`config.mk`:
```
export PLATFORM = sky130hd
export DESIGN_NAME = ssq_softstart_seq
export DESIGN_NICKNAME = d
export VERILOG_FILES = /design/src/rtl/ssq_pkg.sv /design/src/rtl/ssq_tick_counter.sv /design/src/rtl/ssq_ref_dac.sv /design/src/rtl/ssq_lin_clamp.sv /design/src/rtl/ssq_softstart_seq.sv
export SDC_FILE = /design/constraint.sdc
export NUM_CORES = 1
export LEC_CHECK = 0
export CELL_PAD_IN_SITES_DETAIL_PLACEMENT = 1
export CELL_PAD_IN_SITES_GLOBAL_PLACEMENT = 1
export CORE_ASPECT_RATIO = 1.5
export CORE_MARGIN = 4
export CORE_UTILIZATION = 40
export CTS_CLUSTER_SIZE = 8
export DETAILED_ROUTE_END_ITERATION = 16
export HOLD_SLACK_MARGIN = 0.08
export PLACE_DENSITY = 0.81
export SKIP_LAST_GASP = 1
export SYNTH_ARGS = -nofsm -noshare
export SYNTH_HDL_FRONTEND = slang
export SYNTH_SLANG_ARGS = --single-unit
```
`constraint.sdc`:
```
create_clock -name clk -period 2 [get_ports clk]
set_clock_uncertainty 0.05 [all_clocks]
set_input_delay 0.4 -clock clk [delete_from_list [all_inputs] [get_ports clk]]
set_output_delay 0.4 -clock clk [all_outputs]
set_load 0.02 [all_outputs]
```
`src/rtl/ssq_pkg.sv`:
```
package ssq_pkg;

  typedef enum logic [2:0] {
    S_IDLE,
    S_WAIT80,
    S_RAMP,
    S_WAITGOOD,
    S_PGDELAY,
    S_GOOD
  } seq_state_e;

endpackage

```
`src/rtl/ssq_tick_counter.sv`:
```
// Counts qualified ticks up to LIMIT and pulses done on the LIMIT-th one.
module ssq_tick_counter #(
  parameter int unsigned LIMIT = 6
) (
  input  logic clk,
  input  logic rst_n,
  input  logic clr,
  input  logic run,
  output logic done
);

  localparam int unsigned CW = (LIMIT > 1) ? $clog2(LIMIT) : 1;
  localparam logic [CW-1:0] LAST = CW'(LIMIT - 1);

  logic [CW-1:0] cnt_q;
  logic [CW-1:0] cnt_d;

  assign done = run && (cnt_q == LAST);

  always_comb begin
    cnt_d = cnt_q;
    if (clr) begin
      cnt_d = '0;
    end else if (run) begin
      if (cnt_q == LAST) cnt_d = '0;
      else               cnt_d = cnt_q + 1'b1;
    end
  end

  always_ff @(posedge clk or negedge rst_n) begin
    if (!rst_n) cnt_q <= '0;
    else        cnt_q <= cnt_d;
  end

  // the count never passes its terminal value
  p_cnt_bound_r3: assert property (@(posedge clk) disable iff (!rst_n)
    cnt_q <= LAST);

  // a clear always leaves the counter at zero
  p_cnt_clear_r9: assert property (@(posedge clk) disable iff (!rst_n)
    clr |=> (cnt_q == '0));

endmodule

```
`src/rtl/ssq_ref_dac.sv`:
```
// Reference code register: cleared to the start level, advanced one code per step.
module ssq_ref_dac #(
  parameter int unsigned DAC_W = 4
) (
  input  logic             clk,
  input  logic             rst_n,
  input  logic             clr,
  input  logic             step,
  output logic [DAC_W-1:0] code,
  output logic             near_top
);

  localparam logic [DAC_W-1:0] CODE_TOP = '1;
  localparam logic [DAC_W-1:0] CODE_PRE = CODE_TOP - 1'b1;

  logic [DAC_W-1:0] code_q;
  logic [DAC_W-1:0] code_d;

  assign code     = code_q;
  assign near_top = (code_q == CODE_PRE);

  always_comb begin
    code_d = code_q;
    if (clr) begin
      code_d = '0;
    end else if (step && (code_q != CODE_TOP)) begin
      code_d = code_q + 1'b1;
    end
  end

  always_ff @(posedge clk or negedge rst_n) begin
    if (!rst_n) code_q <= '0;
    else        code_q <= code_d;
  end

  // without a step or clear the code holds
  p_code_hold_r3: assert property (@(posedge clk) disable iff (!rst_n)
    (!clr && !step) |=> $stable(code_q));

  // a step moves the code up by exactly one
  p_code_inc_r3: assert property (@(posedge clk) disable iff (!rst_n)
    (!clr && step && code_q != CODE_TOP) |=> (code_q == $past(code_q) + 1'b1));

endmodule

```
`src/rtl/ssq_lin_clamp.sv`:
```
// Linear-regulator current-limit select, kept apart from the switcher path.
module ssq_lin_clamp (
  input  logic clk,
  input  logic rst_n,
  input  logic en,
  input  logic lin_good,
  output logic lin_full
);

  logic full_q;
  logic full_d;

  assign lin_full = full_q;

  always_comb begin
    full_d = 1'b0;
    if (en) full_d = lin_good;
  end

  always_ff @(posedge clk or negedge rst_n) begin
    if (!rst_n) full_q <= 1'b0;
    else        full_q <= full_d;
  end

  // a good flag under enable releases the clamp next cycle
  p_lin_release_r7: assert property (@(posedge clk) disable iff (!rst_n)
    (en && lin_good) |=> full_q);

  // a low good flag restores the reduced limit next cycle
  p_lin_reduce_r7: assert property (@(posedge clk) disable iff (!rst_n)
    (!lin_good) |=> !full_q);

endmodule

```
`src/rtl/ssq_softstart_seq.sv`:
```
module ssq_softstart_seq #(
  parameter int unsigned DAC_W      = 4,
  parameter int unsigned STEP_TICKS = 6,
  parameter int unsigned HOLD_TICKS = 45
) (
  input  logic             clk,
  input  logic             rst_n,
  input  logic             en,
  input  logic             tick,
  input  logic             sw_above80,
  input  logic             sw_above95,
  input  logic             lin_good,
  output logic [DAC_W-1:0] dac_code,
  output logic             ocp_full,
  output logic             lin_limit_full,
  output logic             pgood
);

  import ssq_pkg::*;

  localparam logic [DAC_W-1:0] CODE_TOP = '1;

  seq_state_e state_q;
  seq_state_e state_d;
  logic       ocp_q;
  logic       ocp_d;
  logic       pg_q;
  logic       pg_d;

  logic ramp_clr;
  logic ramp_run;
  logic step_done;
  logic hold_clr;
  logic hold_run;
  logic hold_done;
  logic dac_clr;
  logic near_top;

  // Ramp step timer: runs only in RAMP
  assign ramp_clr = !en || (state_q != S_RAMP);
  assign ramp_run = en && (state_q == S_RAMP) && tick;

  ssq_tick_counter #(.LIMIT(STEP_TICKS)) u_step_tmr (
    .clk   (clk),
    .rst_n (rst_n),
    .clr   (ramp_clr),
    .run   (ramp_run),
    .done  (step_done)
  );

  // Powergood hold timer: runs only in PG_DELAY with the 95% flag up
  assign hold_clr = !en || (state_q != S_PGDELAY);
  assign hold_run = en && (state_q == S_PGDELAY) && sw_above95 && tick;

  ssq_tick_counter #(.LIMIT(HOLD_TICKS)) u_hold_tmr (
    .clk   (clk),
    .rst_n (rst_n),
    .clr   (hold_clr),
    .run   (hold_run),
    .done  (hold_done)
  );

  assign dac_clr = !en || (state_q == S_IDLE);

  ssq_ref_dac #(.DAC_W(DAC_W)) u_ref (
    .clk      (clk),
    .rst_n    (rst_n),
    .clr      (dac_clr),
    .step     (step_done),
    .code     (dac_code),
    .near_top (near_top)
  );

  ssq_lin_clamp u_lin (
    .clk      (clk),
    .rst_n    (rst_n),
    .en       (en),
    .lin_good (lin_good),
    .lin_full (lin_limit_full)
  );

  // Next-state logic
  always_comb begin
    state_d = state_q;
    if (!en) begin
      state_d = S_IDLE;
    end else begin
      unique case (state_q)
        S_IDLE:     state_d = S_WAIT80;
        S_WAIT80:   if (sw_above80) state_d = S_RAMP;
        S_RAMP:     if (step_done && near_top) state_d = S_WAITGOOD;
        S_WAITGOOD: if (sw_above95) state_d = S_PGDELAY;
        S_PGDELAY: begin
          if (!sw_above95)    state_d = S_WAITGOOD;
          else if (hold_done) state_d = S_GOOD;
        end
        S_GOOD:     if (!sw_above95) state_d = S_WAITGOOD;
        default:    state_d = S_IDLE;
      endcase
    end
  end

  // Registered output decode from the next state
  always_comb begin
    ocp_d = (state_d == S_WAITGOOD) || (state_d == S_PGDELAY) || (state_d == S_GOOD);
    pg_d  = (state_d == S_GOOD);
  end

  always_ff @(posedge clk or negedge rst_n) begin
    if (!rst_n) begin
      state_q <= S_IDLE;
      ocp_q   <= 1'b0;
      pg_q    <= 1'b0;
    end else begin
      state_q <= state_d;
      ocp_q   <= ocp_d;
      pg_q    <= pg_d;
    end
  end

  assign ocp_full = ocp_q;
  assign pgood    = pg_q;

  // no ramp while waiting for the 80% flag
  p_wait_start_r2: assert property (@(posedge clk) disable iff (!rst_n)
    (state_q == S_WAIT80) |-> (dac_code == '0));

  // nominal threshold only with the reference at target
  p_ocp_at_top_r4: assert property (@(posedge clk) disable iff (!rst_n)
    ocp_full |-> (dac_code == CODE_TOP));

  // powergood needs target code and nominal threshold
  p_pg_needs_top_r5: assert property (@(posedge clk) disable iff (!rst_n)
    pgood |-> (dac_code == CODE_TOP && ocp_full));

  // powergood rises only with the 95% flag seen
  p_pg_rise_r5: assert property (@(posedge clk) disable iff (!rst_n)
    $rose(pgood) |-> $past(sw_above95));

  // a low 95% flag removes powergood on the next edge
  p_pg_drop_r6: assert property (@(posedge clk) disable iff (!rst_n)
    (!sw_above95) |=> !pgood);

  // disable clears every output on the next edge
  p_off_r9: assert property (@(posedge clk) disable iff (!rst_n)
    (!en) |=> (dac_code == '0 && !ocp_full && !pgood && !lin_limit_full));

endmodule

```
### Word level (Yosys, flattened, before mapping)

Index checks and enable logic that the tools add are counted.

| word-level totals | value |
|---|---|
| word-level logic and storage cells | 60 |
| output and inout port bits | 7 |
| RAM bits | 0 |
| bits of input ports | 7 |
| bits in registers | 19 |
| bits in latches | 0 |
| memory bits (read-only) | 0 |
| memories kept | 0 |

| operators by class | value |
|---|---|
| add/subtract/negate cells | 3 |
| shifts and indexed selects | 0 |
| reductions and logical operators | 19 |
| muxes and demuxes | 17 |
| bitwise operators | 0 |
| equal/unequal tests | 14 |
| div/mod/pow operators | 0 |
| order comparisons | 0 |
| multipliers | 0 |

Operators with widths:

| cell | number |
|---|---|
| $mux 3 | 10 |
| $mux 6 | 3 |
| $pmux 3 s6 | 1 |
| $eq 3x3->1 const B | 5 |
| $eq 3x2->1 const B | 3 |
| $logic_and 1x1->1 | 9 |
| $mux 4 | 2 |
| $add 6x1->6 const B | 1 |
| $eq 6x6->1 const B | 1 |
| $reduce_bool 2->1 | 3 |
| $logic_or 1x1->1 | 5 |
| $add 4x1->4 const B | 1 |
| $eq 4x4->1 const B | 1 |
| $ne 4x4->1 const B | 1 |
| $add 3x1->3 const B | 1 |
| $eq 3x1->1 const B | 1 |
| $logic_not 3->1 | 1 |
| $ne 3x2->1 const B | 1 |
| $ne 3x3->1 const B | 1 |
| $logic_not 1->1 | 1 |
| $mux 1 | 1 |

### Longest topological paths before layout

Gate-level depths: netlist (run 1).

| logic depth | value |
|---|---|
| depth in word-level cells | 12 |
| mapped depth | 6 |
| gate-level depth less buffers | 6 |

### Modules after synthesis

Synthesis (run 1) repeated with hierarchy kept, for this count alone.

| second synthesis, totals | value |
|---|---|
| cells, all modules | 108 |
| area total of the unflattened synthesis | 1,092.3 µm² |

Modules (own cells, without submodules):

| module | area each (µm²) | cells each | instances | seq. area each (µm²) |
|---|---|---|---|---|
| ssq_tick_counter (u_hold_tmr) | 346.6 | 33 | 1 | 150.1 |
| ssq_softstart_seq | 314.1 | 38 | 1 | 125.1 |
| ssq_ref_dac | 251.5 | 23 | 1 | 100.1 |
| ssq_tick_counter (u_step_tmr) | 148.9 | 12 | 1 | 75.1 |
| ssq_lin_clamp | 31.3 | 2 | 1 | 25.0 |

### Least setup slack after synthesis (run 1)

OpenSTA, ideal clock, no wires.

| timing | value |
|---|---|
| path kind | reg-to-reg |
| from | register u_ref.code_q[0], in the netlist u_ref.code[0] |
| to | register u_ref.code_q[3], in the netlist u_ref.code[3] |
| data arrival time | 1.576 ns |
| path buffers | 0 |
| setup time | 0.078 ns |
| slack | 0.296 ns |
| stages on the path, launching flop included | 5 |
| period minus slack after synthesis | 1.704 ns |
| cell sequence | dfrtp_1 > ha_1 > a311o_1 > or3_1 > a21oi_1 |

| on the way | value |
|---|---|
| cells in the longest elaborated chain, start to end | 3 |
| elaborated cells between the ends (all ways) | 6 |
| those cells by class | 1 x add/sub; 1 x eq/ne; 2 x mux; 2 x reduce/logical |

RTL lines:

| what | RTL line | RTL |
|---|---|---|
| start: declaration | ssq_ref_dac.sv:16 | `logic [DAC_W-1:0] code_q;` |
| start signal: assignment | ssq_ref_dac.sv:33 | `else code_q <= code_d;` |
| $add 4x1->4 / $ne 4x4->1 (equally long branches) | ssq_ref_dac.sv:27, ssq_ref_dac.sv:26 |  |
| $mux 4 / $logic_and 1x1->1 (equally long branches) | ssq_ref_dac.sv:26 | `end else if (step && (code_q != CODE_TOP)) begin` |
| $mux 4 / $reduce_bool 2->1 (equally long branches) | - |  |

Several ways; a longest one is shown, not always the timed one. The select of a mux whose other input is x is not followed.
A chain may end at the register's enable or synchronous reset.

### Worst setup path in the final report (run 1)

| timing | value |
|---|---|
| from | register u_ref.code_q[2], in the netlist u_ref.code[2] |
| to | output dac_code[2] |

RTL lines:

| what | RTL line | RTL |
|---|---|---|
| end: declaration | ssq_softstart_seq.sv:13 | `output logic [DAC_W-1:0] dac_code,` |

No word-level cell between the ends.

==> results of run 1 <==
stage by stage:
stage               worst slack, ns   TNS, ns  power (mW)  cells  utilization [%]
floorplan                    0.2964         0      0.4601    107                -
global placement           -0.06455  -0.09719      0.5065    152            50.31
detailed placement          -0.1097   -0.2255      0.5103    152            50.31
CTS                          0.1523         0      0.7032    156            51.38
global route                0.09819         0      0.7336    156            51.38
finish                       0.1595         0      0.6998    156            51.38
synthesized netlist by cell type (all sizes together) (3+ instances only):
library cell	count
a21oi	9
dfrtp	19
ha	4
inv	8
nand2	10
nand3	4
nor2	11
o21ai	9
or2	3
sequential cells by signal, summed over array words and instances (netlist names):
name / count
u_ref.code: 4
u_step_tmr.cnt_q: 3
state_q: 3
u_hold_tmr.cnt_q: 6
pgood: 1
ocp_full: 1
u_lin.lin_full: 1
worst paths after layout:
path	startpoint	endpoint	slack (ns)	cells after the start
min in group clk	u_hold_tmr.cnt_q[2]$_DFFE_PN0P_	u_hold_tmr.cnt_q[2]$_DFFE_PN0P_	0.50	1
hold reg to reg	u_hold_tmr.cnt_q[2]$_DFFE_PN0P_	u_hold_tmr.cnt_q[2]$_DFFE_PN0P_	0.50	1
max in group asynchronous	rst_n	u_hold_tmr.cnt_q[3]$_DFFE_PN0P_	1.31	2
hold / removal	rst_n	u_hold_tmr.cnt_q[4]$_DFFE_PN0P_	0.39	2
setup / recovery	u_ref.code[2]$_DFFE_PN0P_	dac_code[2]	0.16	1
setup reg to reg	state_q[2]$_DFF_PN0_	u_ref.code[3]$_DFFE_PN0P_	0.22	4
layer usage:
metal,vias up,wire length [um],global-route usage (%),share of wire (%)
met2,10,1443,31.34,58
met5,-,0,0,0
met4,0,31,5.696,1.2
li1,425,-,-,-
met3,4,49,2.581,2.0
met1,443,979,17.34,39
logic make-up (layout without fill, tap and decap cells):
kind of cell,after synthesis,in the layout,synth area share (%)
AOI/OAI and AO/OA,25,25,14.41
xor gates and xnor gates,4,4,3.449
adders and majority gates,4,4,4.926
buffers and inverters,9,34,4.064
DFF,19,19,46.80
muxes,1,1,0.9853
and+or+nand+nor,45,45,25.37
report_power, final:
group / switching [mW] / leakage [nW] / internal (mW)
clock network: 0.120 / 0.0150 / 0.0777
registers: 0.00999 / 0.262 / 0.393
logic: 0.0498 / 0.263 / 0.0500
total: 0.179 / 0.539 / 0.520
layout make-up:
class / count / area (um^2) / area share [%]
clock buffers: 4 / 26.28 / 2.087
inverters: 8 / 30.03 / 2.386
multi-input cells: 79 / 499.2 / 39.66
flip-flops and latches: 19 / 475.5 / 37.77
well taps: 24 / 30.03 / 2.386
repair buffers: 22 / 197.7 / 15.71
==> impl_results.md, run 1 <==
- Routed len/inst: around 16 um
- Drt total wl: 2.504 mm
- Rows: 22
- Cell Area, Placed: between 1000 and 1500 um^2
- Die ar.: between 3000 and 4000 um^2
- Max Clock Freq: 543.3 MHz
- Initial Utilization: between 40 and 50%
- CTS sink count: 19
- Remaining antenna violation count: 0
- Setup crit end kind: output pin
- Post-synth top area share: between 40% and 50%
- Tightest Pin Transition: roughly 0.43 ns
- Crit Path Max Fanout: 6
- Pwr Density: approximately 560 nW/um^2
- Diode count: 0
- Inserted Clock Buffers: 3
- Crit-path cells: clkdlybuf4s50_1
- CP bufs+invs: 1
- Post-CTS Hold Fix Bufs: 0
- Core area: 2450 um^2
- Setup CP Type: reg -> out
- Die span in y: around 70 um
- Vias: 882
- Post-DR vias/cell: between 5 and 6
- H-tree depth: 1
- Critical-path top delay cell: clkdlybuf4s50_1
- Post-synth EDFFs: 0
- Share of cells above drive strength 1: between 10% and 20%
- Max-Cap Viols: 0
- Endpoints failing setup: 0
- Crit path DAT: about 1.4 ns
- FFs w/ async S/R, synth: 100.0%
- Post-synth cell types: 32
- Hold slack: between 0.3 and 0.4 ns
- Vias in the first global route: 993
- Worst stage delay on the critical path: between 0.6 and 0.7 ns
- GP Congestion: 0.7080
- DRC: 0
- Initial antenna violation count: 0
- Total GRT Usage: roughly 16%
- Synth Net Count: about 120
- CTS tree: yes
- Crit share post-route: approximately 90%
- CP delay by family, top: buffers and inverters
- Clock Latency Late Sink: 0.30 ns
- Largest cells by area after synthesis: dfrtp_1, ha_1, a21oi_1, o21ai_0, nor2_1
- First-pass GRT wire length: 4.388 mm
- Fin. Hold Viols: 0
- Post-CTS setup buffer count: 0
- CTS Buffer Depth: 2
- HP Class: in -> async
- Die width: 49.15 um
- Pre-antenna DRT Iters: 3
- CTS resizes: 0
- Boundary Pins: 14
- Synth Area per Inst: approximately 9.5 um^2
- Reg clk slew, reported paths: around 0.11 ns
- Max Slew Vio Count: 0
- RSZ-0062 raised after global routing: no
- Outcome: complete, no violations
- Synth Flop Type: dfrtp_1
- Most frequent cells in the layout: dfrtp_1, clkdlybuf4s50_1, nor2_1, nand2_1
- Mapped Area: 1016 um^2
- Leakage power: 0.5393 nW
- Fin crit period: roughly 1.8 ns
- Layout area overhead: 23.89%
- HPWL after DPL: a little over 2 mm
- VDD IR max: between 0.3 and 0.4 mV
- Largest net degree at the start of global routing: 20
- Dominant cell type by area after synthesis: dfrtp_1
- Final net count: approximately 140
- Register area share after synthesis: a little under half
- Synth warn: 0
- Final instance area: 1259 um^2
- Filler cells: 300
- Cells after Synth: between 100 and 150
- Total gr overflow: 0
- Crit start category: flop
- Commonest non-fill, non-tap cell in the layout: dfrtp_1
- Yosys reg bits: 19
- CTS Root Cell: clkbuf_4
- Relative slew slack: a little over 70%
- Initial DRC Count: 12
- Port Buffers: 13
- Worst EP required: 1.55 ns
(Power assumes the default switching activity.)
==> run 2, diff against run 1 <==
CTS_CLUSTER_SIZE = default   (was 8)
==> results of run 2 <==
Same layout as run 1: the final DEF is identical, and so are final timing and power.
==> run 3, diff against run 2 <==
CTS_CLUSTER_SIZE = 28   (was default)
==> results of run 3 <==
Same layout as run 1: the final DEF is identical, and so are final timing and power.
